`src/rtl/pbfmt_pkg.sv`:
```
package pbfmt_pkg;

    localparam int BYTE_W  = 8;
    localparam int BASE_W  = 2 * BYTE_W;
    localparam int SHIFT_W = 2;
    localparam int CNT_W   = BASE_W + SHIFT_W;
    localparam int RATE_W  = 16;
    localparam int CODE_W  = 3;

    typedef enum logic [2:0] {
        ENC_U8    = 3'd0,
        ENC_ULAW  = 3'd1,
        ENC_ALAW  = 3'd2,
        ENC_S16LE = 3'd3,
        ENC_S16BE = 3'd4,
        ENC_NONE  = 3'd7
    } enc_e;

    typedef struct packed {
        logic [RATE_W-1:0]  rate_hz;
        logic               stereo;
        enc_e               enc;
        logic [SHIFT_W-1:0] shift;
        logic               err;
    } pb_cfg_t;

    localparam pb_cfg_t CFG_RESET = '{
        rate_hz: '0,
        stereo:  1'b0,
        enc:     ENC_NONE,
        shift:   '0,
        err:     1'b0
    };

    // Rate in Hz for a crystal select and rate index; 0 marks an unusable slot.
    function automatic logic [RATE_W-1:0] rate_of(input logic xtal, input logic [2:0] sel);
        logic [RATE_W-1:0] r;
        case ({xtal, sel})
            4'b0_000: r = 16'd8000;
            4'b0_001: r = 16'd16000;
            4'b0_010: r = 16'd27420;
            4'b0_011: r = 16'd32000;
            4'b0_110: r = 16'd48000;
            4'b0_111: r = 16'd9000;
            4'b1_000: r = 16'd5510;
            4'b1_001: r = 16'd11025;
            4'b1_010: r = 16'd18900;
            4'b1_011: r = 16'd22050;
            4'b1_100: r = 16'd37800;
            4'b1_101: r = 16'd44100;
            4'b1_110: r = 16'd33075;
            4'b1_111: r = 16'd6620;
            default:  r = '0;
        endcase
        return r;
    endfunction

    function automatic enc_e enc_of(input logic [CODE_W-1:0] code);
        enc_e e;
        case (code)
            3'd0:    e = ENC_U8;
            3'd1:    e = ENC_ULAW;
            3'd2:    e = ENC_S16LE;
            3'd3:    e = ENC_ALAW;
            3'd6:    e = ENC_S16BE;
            default: e = ENC_NONE;
        endcase
        return e;
    endfunction

    // Bytes per counted unit, as a left shift of the base count.
    function automatic logic [SHIFT_W-1:0] shift_of(input enc_e e, input logic st);
        logic [SHIFT_W-1:0] s;
        case (e)
            ENC_U8, ENC_ULAW, ENC_ALAW: s = st ? 2'd1 : 2'd0;
            ENC_S16LE, ENC_S16BE:       s = st ? 2'd2 : 2'd1;
            default:                    s = 2'd0;
        endcase
        return s;
    endfunction

endpackage

```
`src/rtl/pbfmt_decode.sv`:
```
module pbfmt_decode
    import pbfmt_pkg::*;
(
    input  logic              clk,
    input  logic              rst,
    input  logic [BYTE_W-1:0] fmt_byte,
    input  logic              ext_mode,
    output logic              err_now,
    output pb_cfg_t           cfg_q
);

    logic [CODE_W-1:0] code;
    pb_cfg_t           cfg_d;

    always_comb begin
        code = ext_mode ? fmt_byte[7:5] : {1'b0, fmt_byte[6:5]};
        cfg_d.rate_hz = rate_of(fmt_byte[0], fmt_byte[3:1]);
        cfg_d.stereo  = fmt_byte[4];
        cfg_d.enc     = enc_of(code);
        cfg_d.shift   = shift_of(cfg_d.enc, cfg_d.stereo);
        cfg_d.err     = (cfg_d.rate_hz == '0) || (cfg_d.enc == ENC_NONE);
    end

    assign err_now = cfg_d.err;

    always_ff @(posedge clk) begin
        if (rst) cfg_q <= CFG_RESET;
        else     cfg_q <= cfg_d;
    end


    base_mode_no_be_chk: assert property (@(posedge clk) disable iff (rst)
        $past(!rst && !ext_mode) |-> (cfg_q.enc != ENC_S16BE));

endmodule

```
`src/rtl/pbfmt_run_ctl.sv`:
```
module pbfmt_run_ctl (
    input  logic clk,
    input  logic rst,
    input  logic play_en,
    input  logic err_now,
    output logic start,
    output logic running
);

    logic run_d;

    assign run_d = play_en && !err_now;
    assign start = run_d && !running;

    always_ff @(posedge clk) begin
        if (rst) running <= 1'b0;
        else     running <= run_d;
    end


    stop_on_disable_chk: assert property (@(posedge clk) disable iff (rst)
        !play_en |=> !running);

endmodule

```
`src/rtl/pbfmt_period_cnt.sv`:
```
module pbfmt_period_cnt
    import pbfmt_pkg::*;
(
    input  logic               clk,
    input  logic               rst,
    input  logic               start,
    input  logic               run,
    input  logic               byte_ack,
    input  logic               irq_en,
    input  logic [BASE_W-1:0]  base,
    input  logic [SHIFT_W-1:0] shift,
    output logic               irq
);

    logic [CNT_W-1:0] cnt_q;
    logic [CNT_W-1:0] cnt_inc;
    logic [CNT_W-1:0] thr;

    assign thr     = CNT_W'(base) << shift;
    assign cnt_inc = cnt_q + 1'b1;

    always_ff @(posedge clk) begin
        if (rst) begin
            cnt_q <= '0;
            irq   <= 1'b0;
        end else begin
            irq <= 1'b0;
            if (start) begin
                cnt_q <= '0;
            end else if (run && byte_ack) begin
                if (irq_en && (cnt_inc == thr)) begin
                    cnt_q <= '0;
                    irq   <= 1'b1;
                end else begin
                    cnt_q <= cnt_inc;
                end
            end
        end
    end


    irq_needs_byte_chk: assert property (@(posedge clk) disable iff (rst)
        irq |-> $past(byte_ack && run));


    irq_needs_enable_chk: assert property (@(posedge clk) disable iff (rst)
        irq |-> $past(irq_en));


    start_clears_cnt_chk: assert property (@(posedge clk) disable iff (rst)
        $rose(run) |-> (cnt_q == '0));

endmodule

```
`src/rtl/pbfmt_pacer.sv`:
```
module pbfmt_pacer
    import pbfmt_pkg::*;
(
    input  logic         clk,
    input  logic         rst,
    input  logic [7:0]   fmt_byte,
    input  logic         ext_mode,
    input  logic [7:0]   base_hi,
    input  logic [7:0]   base_lo,
    input  logic         irq_en,
    input  logic         play_en,
    input  logic         byte_ack,
    output logic [15:0]  rate_hz,
    output logic         stereo,
    output logic [2:0]   sample_enc,
    output logic [1:0]   byte_shift,
    output logic         cfg_err,
    output logic         dreq,
    output logic         period_irq
);

    pb_cfg_t cfg_q;
    logic    err_now;
    logic    start;
    logic    running;

    pbfmt_decode u_decode (
        .clk      (clk),
        .rst      (rst),
        .fmt_byte (fmt_byte),
        .ext_mode (ext_mode),
        .err_now  (err_now),
        .cfg_q    (cfg_q)
    );

    pbfmt_run_ctl u_run (
        .clk     (clk),
        .rst     (rst),
        .play_en (play_en),
        .err_now (err_now),
        .start   (start),
        .running (running)
    );

    pbfmt_period_cnt u_cnt (
        .clk      (clk),
        .rst      (rst),
        .start    (start),
        .run      (running),
        .byte_ack (byte_ack),
        .irq_en   (irq_en),
        .base     ({base_hi, base_lo}),
        .shift    (cfg_q.shift),
        .irq      (period_irq)
    );

    assign rate_hz    = cfg_q.rate_hz;
    assign stereo     = cfg_q.stereo;
    assign sample_enc = cfg_q.enc;
    assign byte_shift = cfg_q.shift;
    assign cfg_err    = cfg_q.err;
    assign dreq       = running;


    err_blocks_dreq_chk: assert property (@(posedge clk) disable iff (rst)
        cfg_err |-> !dreq);

endmodule

```
`config.mk`:
```
export PLATFORM = sky130hd
export DESIGN_NAME = pbfmt_pacer
export DESIGN_NICKNAME = d
export VERILOG_FILES = /design/src/rtl/pbfmt_pkg.sv /design/src/rtl/pbfmt_decode.sv /design/src/rtl/pbfmt_run_ctl.sv /design/src/rtl/pbfmt_period_cnt.sv /design/src/rtl/pbfmt_pacer.sv
export SDC_FILE = /design/constraint.sdc
export NUM_CORES = 1
export LEC_CHECK = 0
export BUFFER_PORTS_ARGS = -buffer_cell sky130_fd_sc_hd__buf_4
export CAP_MARGIN = 25
export CORE_MARGIN = 2
export CORE_UTILIZATION = 35
export CTS_CLUSTER_DIAMETER = 150
export DETAILED_ROUTE_END_ITERATION = 16
export PLACE_DENSITY = 0.54
export SETUP_SLACK_MARGIN = 0.2
export SLEW_MARGIN = 15
export SYNTH_ARGS = -nofsm -noshare
export SYNTH_HDL_FRONTEND = slang
export SYNTH_SLANG_ARGS = --single-unit
export TNS_END_PERCENT = 1
```
`constraint.sdc`:
```
create_clock -name clk -period 3.2 [get_ports clk]
set_input_delay 0.32 -clock clk [delete_from_list [all_inputs] [get_ports clk]]
set_output_delay 0.32 -clock clk [all_outputs]
set_load 0.02 [all_outputs]
```
=== Yosys cells after proc, flatten, opt, wreduce, memory -nomap -nowiden ===
Memories as Yosys holds them, arrays and structs flattened.
Index checks and enable logic that the tools add are counted.

* Reductions and logical operators: 14
* Equal/unequal tests: 10
* Bitwise logic cells: 1
* Divide/modulo/power cells: 0
* Order comparisons: 0
* Multiplexer cells: 7
* Multipliers: 0
* Add/subtract/negate cells: 1
* Shift operators: 1

{| class="wikitable"
|+ Operator list
! kind !! count
|-
| $add A18 B1 Y18 const B || 1
|-
| $eq A18 B18 Y1 || 1
|-
| $mux W18 || 1
|-
| $shl A16 B2 Y18 || 1
|-
| $logic_not A16 Y1 || 1
|-
| $pmux W3 S5 || 1
|-
| $eq A3 B2 Y1 const B || 4
|-
| $eq A3 B3 Y1 const B || 3
|-
| $eq A3 B1 Y1 const B || 2
|-
| $logic_not A3 Y1 || 2
|-
| $reduce_or A3 Y1 || 2
|-
| $logic_and A1 B1 Y1 || 4
|-
| $pmux W2 S2 || 1
|-
| $reduce_or A2 Y1 || 2
|-
| $mux W3 || 1
|-
| $logic_not A1 Y1 || 2
|-
| $mux W1 || 2
|-
| $mux W2 || 1
|-
| $logic_or A1 B1 Y1 || 1
|-
| $not A1 Y1 || 1
|}

* Logic and storage cells: 43
* Memories kept: 1
* Latch bits: 0
* Input bits: 30
* Output and inout port bits: 25
* Memory bits (writable): 0
* ROM bits: 256
* Register bits: 43

{| class="wikitable"
|+ Memory list
! memory !! words !! width !! rd ports !! clocked after memory_dff !! write ports !! line !! source
|-
| (no name shown) || 16 || 16 || 1 || 0 || 0 || pbfmt_pkg.sv:38 || <nowiki>case ({xtal, sel})</nowiki>
|}

=== Depth between registers and ports, before layout ===
* Depth in word-level cells: 9
* Depth in mapped cells: 11
* Mapped depth without buffers: 9

=== Modules after synthesis ===
From an unflattened synthesis, not the netlist that was laid out.

* Cell total of the unflattened synthesis: 331
* Area total of the unflattened synthesis: 2,969.1 um^2

{| class="wikitable"
|+ Modules (own cells, without submodules)
! module !! cells each !! area each (um^2) !! instances
|-
| pbfmt_period_cnt || 203 || 1,781.7 || 1
|-
| pbfmt_decode || 125 || 1,152.4 || 1
|-
| pbfmt_run_ctl || 3 || 35.0 || 1
|}

=== Worst setup path after synthesis ===
OpenSTA, ideal clock, no wires.

* Kind: register to register
* Start point: register, netlist name u_decode.cfg_q[1]
* End point: register u_cnt.cnt_q[10]
* Data arrival time: 2.758 ns
* Clock period less this slack: 2.889 ns
* Setup slack: 0.311 ns
* Stages on the path, launching flop included: 10
* Setup time: 0.132 ns
* Required time: 3.068 ns
* Path through: dfxtp_1 > buf_6 > mux4_2 > xor2_1 > and4_1 > or3b_1 > a32o_1 > nor4_4 > buf_6 > nor3_1

* Cells in the longest elaborated chain, start to end: 4

{| class="wikitable"
|+ Ends and longest elaborated chain
! what !! line !! source
|-
| $shl A16 B2 Y18 || pbfmt_period_cnt.sv:19 || <nowiki>assign thr = CNT_W'(base) << shift;</nowiki>
|-
| $eq A18 B18 Y1 || pbfmt_period_cnt.sv:31 || <nowiki>if (irq_en && (cnt_inc == thr)) begin</nowiki>
|-
| $logic_and A1 B1 Y1 || pbfmt_period_cnt.sv:31 ||
|-
| $mux W18 || pbfmt_period_cnt.sv:31 ||
|-
| to (signal assigned) || pbfmt_period_cnt.sv:35 || <nowiki>cnt_q <= cnt_inc;</nowiki>
|-
| to (decl) || pbfmt_period_cnt.sv:15 || <nowiki>logic [CNT_W-1:0] cnt_q;</nowiki>
|}

Every way passes these cells.
A chain may end at the register's enable or synchronous reset.

=== Final worst setup path ===
* Start point: register u_cnt.cnt_q[1]
* End point: register u_cnt.cnt_q[1]

* Cells in the longest elaborated chain, start to end: 4

{| class="wikitable"
|+ Ends and longest elaborated chain
! what !! line !! source
|-
| $add A18 B1 Y18 * || pbfmt_period_cnt.sv:20 || <nowiki>assign cnt_inc = cnt_q + 1'b1;</nowiki>
|-
| $eq A18 B18 Y1 || pbfmt_period_cnt.sv:31 ||
|-
| $logic_and A1 B1 Y1 || pbfmt_period_cnt.sv:31 ||
|-
| $mux W18 * || pbfmt_period_cnt.sv:31 ||
|}

Every way passes the cells marked *; elsewhere a longest branch is shown, timed or not.

==> flow_summary.yaml <==
synthesis:
  postSynthCellCount: 329
  syn-num-nets: 368
  async_reset_ff_share_pct: 0
  ys.flop_type: "dfxtp_1"
  synth-seq-cells: 43
  yosys_warnings: 0
  synth-edff-count: 0
  syn-cell-area_mm2: 0.00287
  synth.distinct_cells: 59
  postSynthAreaPerCell_um2: 8.73
  ys_seq_area_share_pct: 30.0
pwr:
  swShare_pct: 31.0
  p_per_area_mw_per_mm2: 349
  seq_power_share_pct: 46.1
  vdd_drop_max_uv: 165
  power_frac_comb_pct: 22.1
  clkPwrFrac_pct: 31.8
  switching_power_uw: 378
  p_leak_uw: 0.00131
  p_int_uw: 843
setup_path:
  crit_arrival_ps: 2980
  end_kind: "flip-flop"
  worstSetupPathType: "reg -> reg"
  cp_max_fo: 8
  ff2ff_path_depth: 8
  cp.required_ps: 3380
  critPathLaunchType: "flip-flop"
place:
  portBuffers: 54
  post-dp-hpwl_mm: 5.47
  routabilityCongestion: 0.840
sta:
  fin_crit_ps: 2800
  min_period_over_period_pct: 87.5
  finalHoldViolations: 0
  whs_ps: 229
  relSlewSlack_pct: 48.6
  fin_skew_ps: 12.3
  rsz0062_at_grt: "no"
  max_freq_mhz: 357
  tightest_slew_ps: 765
  tns_ps: 0
  slew_violations: 0
  setup_viol: 0
cells_and_area:
  antenna_cells: 0
  layout_commonest_cell: "buf_4"
  drive_above_1_share_pct: 24.5
  fin_nets: 417
  final_cell_mix: "buf_4, dfxtp_1, nand2_1"
  area_delta_synth_final_pct: 21.7
global_route:
  antenna_found_initial: 0
  grtUsageTotal_pct: 16.5
  grt_max_degree: 31
  grt_pass1_vias: 2290
  grt_pass1_wl_mm: 11.5
  gr-total-overflow: 0
floorplanning:
  die_w_um: 94.6
  die_h_um: 94.6
  rows: 33
  dieArea_mm2: 0.00895
  core_mm2: 0.00809
  start_util_pct: 35.5
  ios: 55
clock_tree:
  clk_latency_ps: 310
  clk_path_buf_depth: 2
  cts_hold_buf: 0
  cts_htree_levels: 2
  cts_buffers: 5
  cts_tree: "built"
  post_cts_buffers: 0
  clk_pin_slew_ps: 100
  cts.sinks: 43
  clockRootBuffer: "clkbuf_8"
hold_path:
  hold_depth: 3
  hp-class: "in -> reg"
detailed_routing:
  wl_mm: 7.14
  routedWlPerCell_um: 14.8
  via_count: 2496
  drc: 0
  dr.pass1.iters: 4
  ant_nets: 0
  initialDrtViolationCount: 130
  viasPerCell: 5.16
flow_run:
  max_cap_viol_count: 0
run_status:
  status: "finished, final reports clean"
area by class of cell:
| cell class | count | area (µm²) |
|---|---|---|
| multi-input combinational | 258 | 1910 |
| inverter | 10 | 37.5 |
| tap | 105 | 131 |
| clock buffer | 5 | 68.8 |
| fill | 845 | 4600 |
| timing repair buffer | 60 | 462 |
| clock inverter | 3 | 26.3 |
| sequential | 43 | 863 |
flip-flops by register name (all words and copies together), names as in the netlist:
name,cells
u_decode.cfg_q,23
u_run.running,1
u_cnt.cnt_q,18
u_cnt.irq,1
Yosys cell counts, types with 2 or more instances:
master    number  area share [%]
o21a_1         2            0.52
nor2_1        31             4.1
o211ai_1       2            0.52
o21ai_0        7             1.2
clkbuf_1      12             1.6
ha_1           9             3.9
and4_1         2            0.61
nor2b_1        5             1.1
xnor2_1       24             7.3
or3_1          4            0.87
nor4_1         3            0.65
xor2_1        12             3.7
nand4_1        4            0.87
nand2b_1       6             1.3
buf_2          2            0.35
a31oi_1        3            0.65
nand3b_1       3            0.78
mux2_2         2            0.78
nand2_1       33             4.3
and2_1         4            0.87
a21oi_1       10             1.7
dfxtp_1       43              30
a211oi_1       5             1.3
xnor3_1        2             1.6
buf_6          2            0.78
a21o_1         2            0.52
mux2i_1       12             4.2
mux4_2         9             7.1
nor3_1        26             4.5
inv_1         10             1.3
nand3_1       10             1.7
power by group through the flow:
| stage | registers, µW | clock network (µW) | logic (µW) |
|---|---|---|---|
| after floorplan | 596 | 0 | 154 |
| after detailed placement | 575 | 0 | 270 |
| after global routing | 565 | 417 | 296 |
| final | 563 | 388 | 270 |
| after CTS | 563 | 392 | 271 |
| after global placement | 575 | 0 | 269 |
through the flow:
step	setup WS, ps	cell area [µm²]	util, %	total power (µW)	std cells
after CTS	249	3450	42.6	1220	484
after global placement	264	3350	41.4	844	476
after global routing	224	3500	43.2	1280	484
final	400	3500	43.2	1220	484
after floorplan	311	2870	-	750	329
after detailed placement	227	3350	41.4	844	476
logic make-up after synthesis:
kind of cell | synth area share, %
buf+inv | 4.83
compound gates | 11.1
flops | 30.0
simple gates | 25.1
mux | 12.0
fa+ha+maj | 3.92
xor+xnor | 13.1
worst max-delay path, stage by stage (launching register included):
cell and delay [ps]:
dfxtp_1 400, ha_1 300, nand3_2 240, nor3_4 320, nand2_1 100, xnor2_1 170
or4_1 600, o311ai_0 420, a21oi_1 130
routing by layer:
layer	routed length [µm]	GRT usage, %	part of all wire [%]
met1	3440	23.1	48
met2	3420	26.4	48
met3	211	2.79	3.0
met4	66	4.35	0.92
met5	0	0	0
repair_timing:
item,in CTS,in global routing
hold endpoints to repair,0,0
endpoints found under the setup margin,0,18
gates resized for setup,0,11
worst paths after layout:
check	from	endpoint	slack, ps
min	play_en	u_run.running$_SDFF_PP0_	230
min reg2reg	u_cnt.cnt_q[1]$_SDFFE_PP0P_	u_cnt.cnt_q[1]$_SDFFE_PP0P_	520
max reg2reg	u_cnt.cnt_q[1]$_SDFFE_PP0P_	u_cnt.cnt_q[1]$_SDFFE_PP0P_	400
max	u_cnt.cnt_q[1]$_SDFFE_PP0P_	u_cnt.cnt_q[1]$_SDFFE_PP0P_	400
Power figures use the tool's default switching activity.
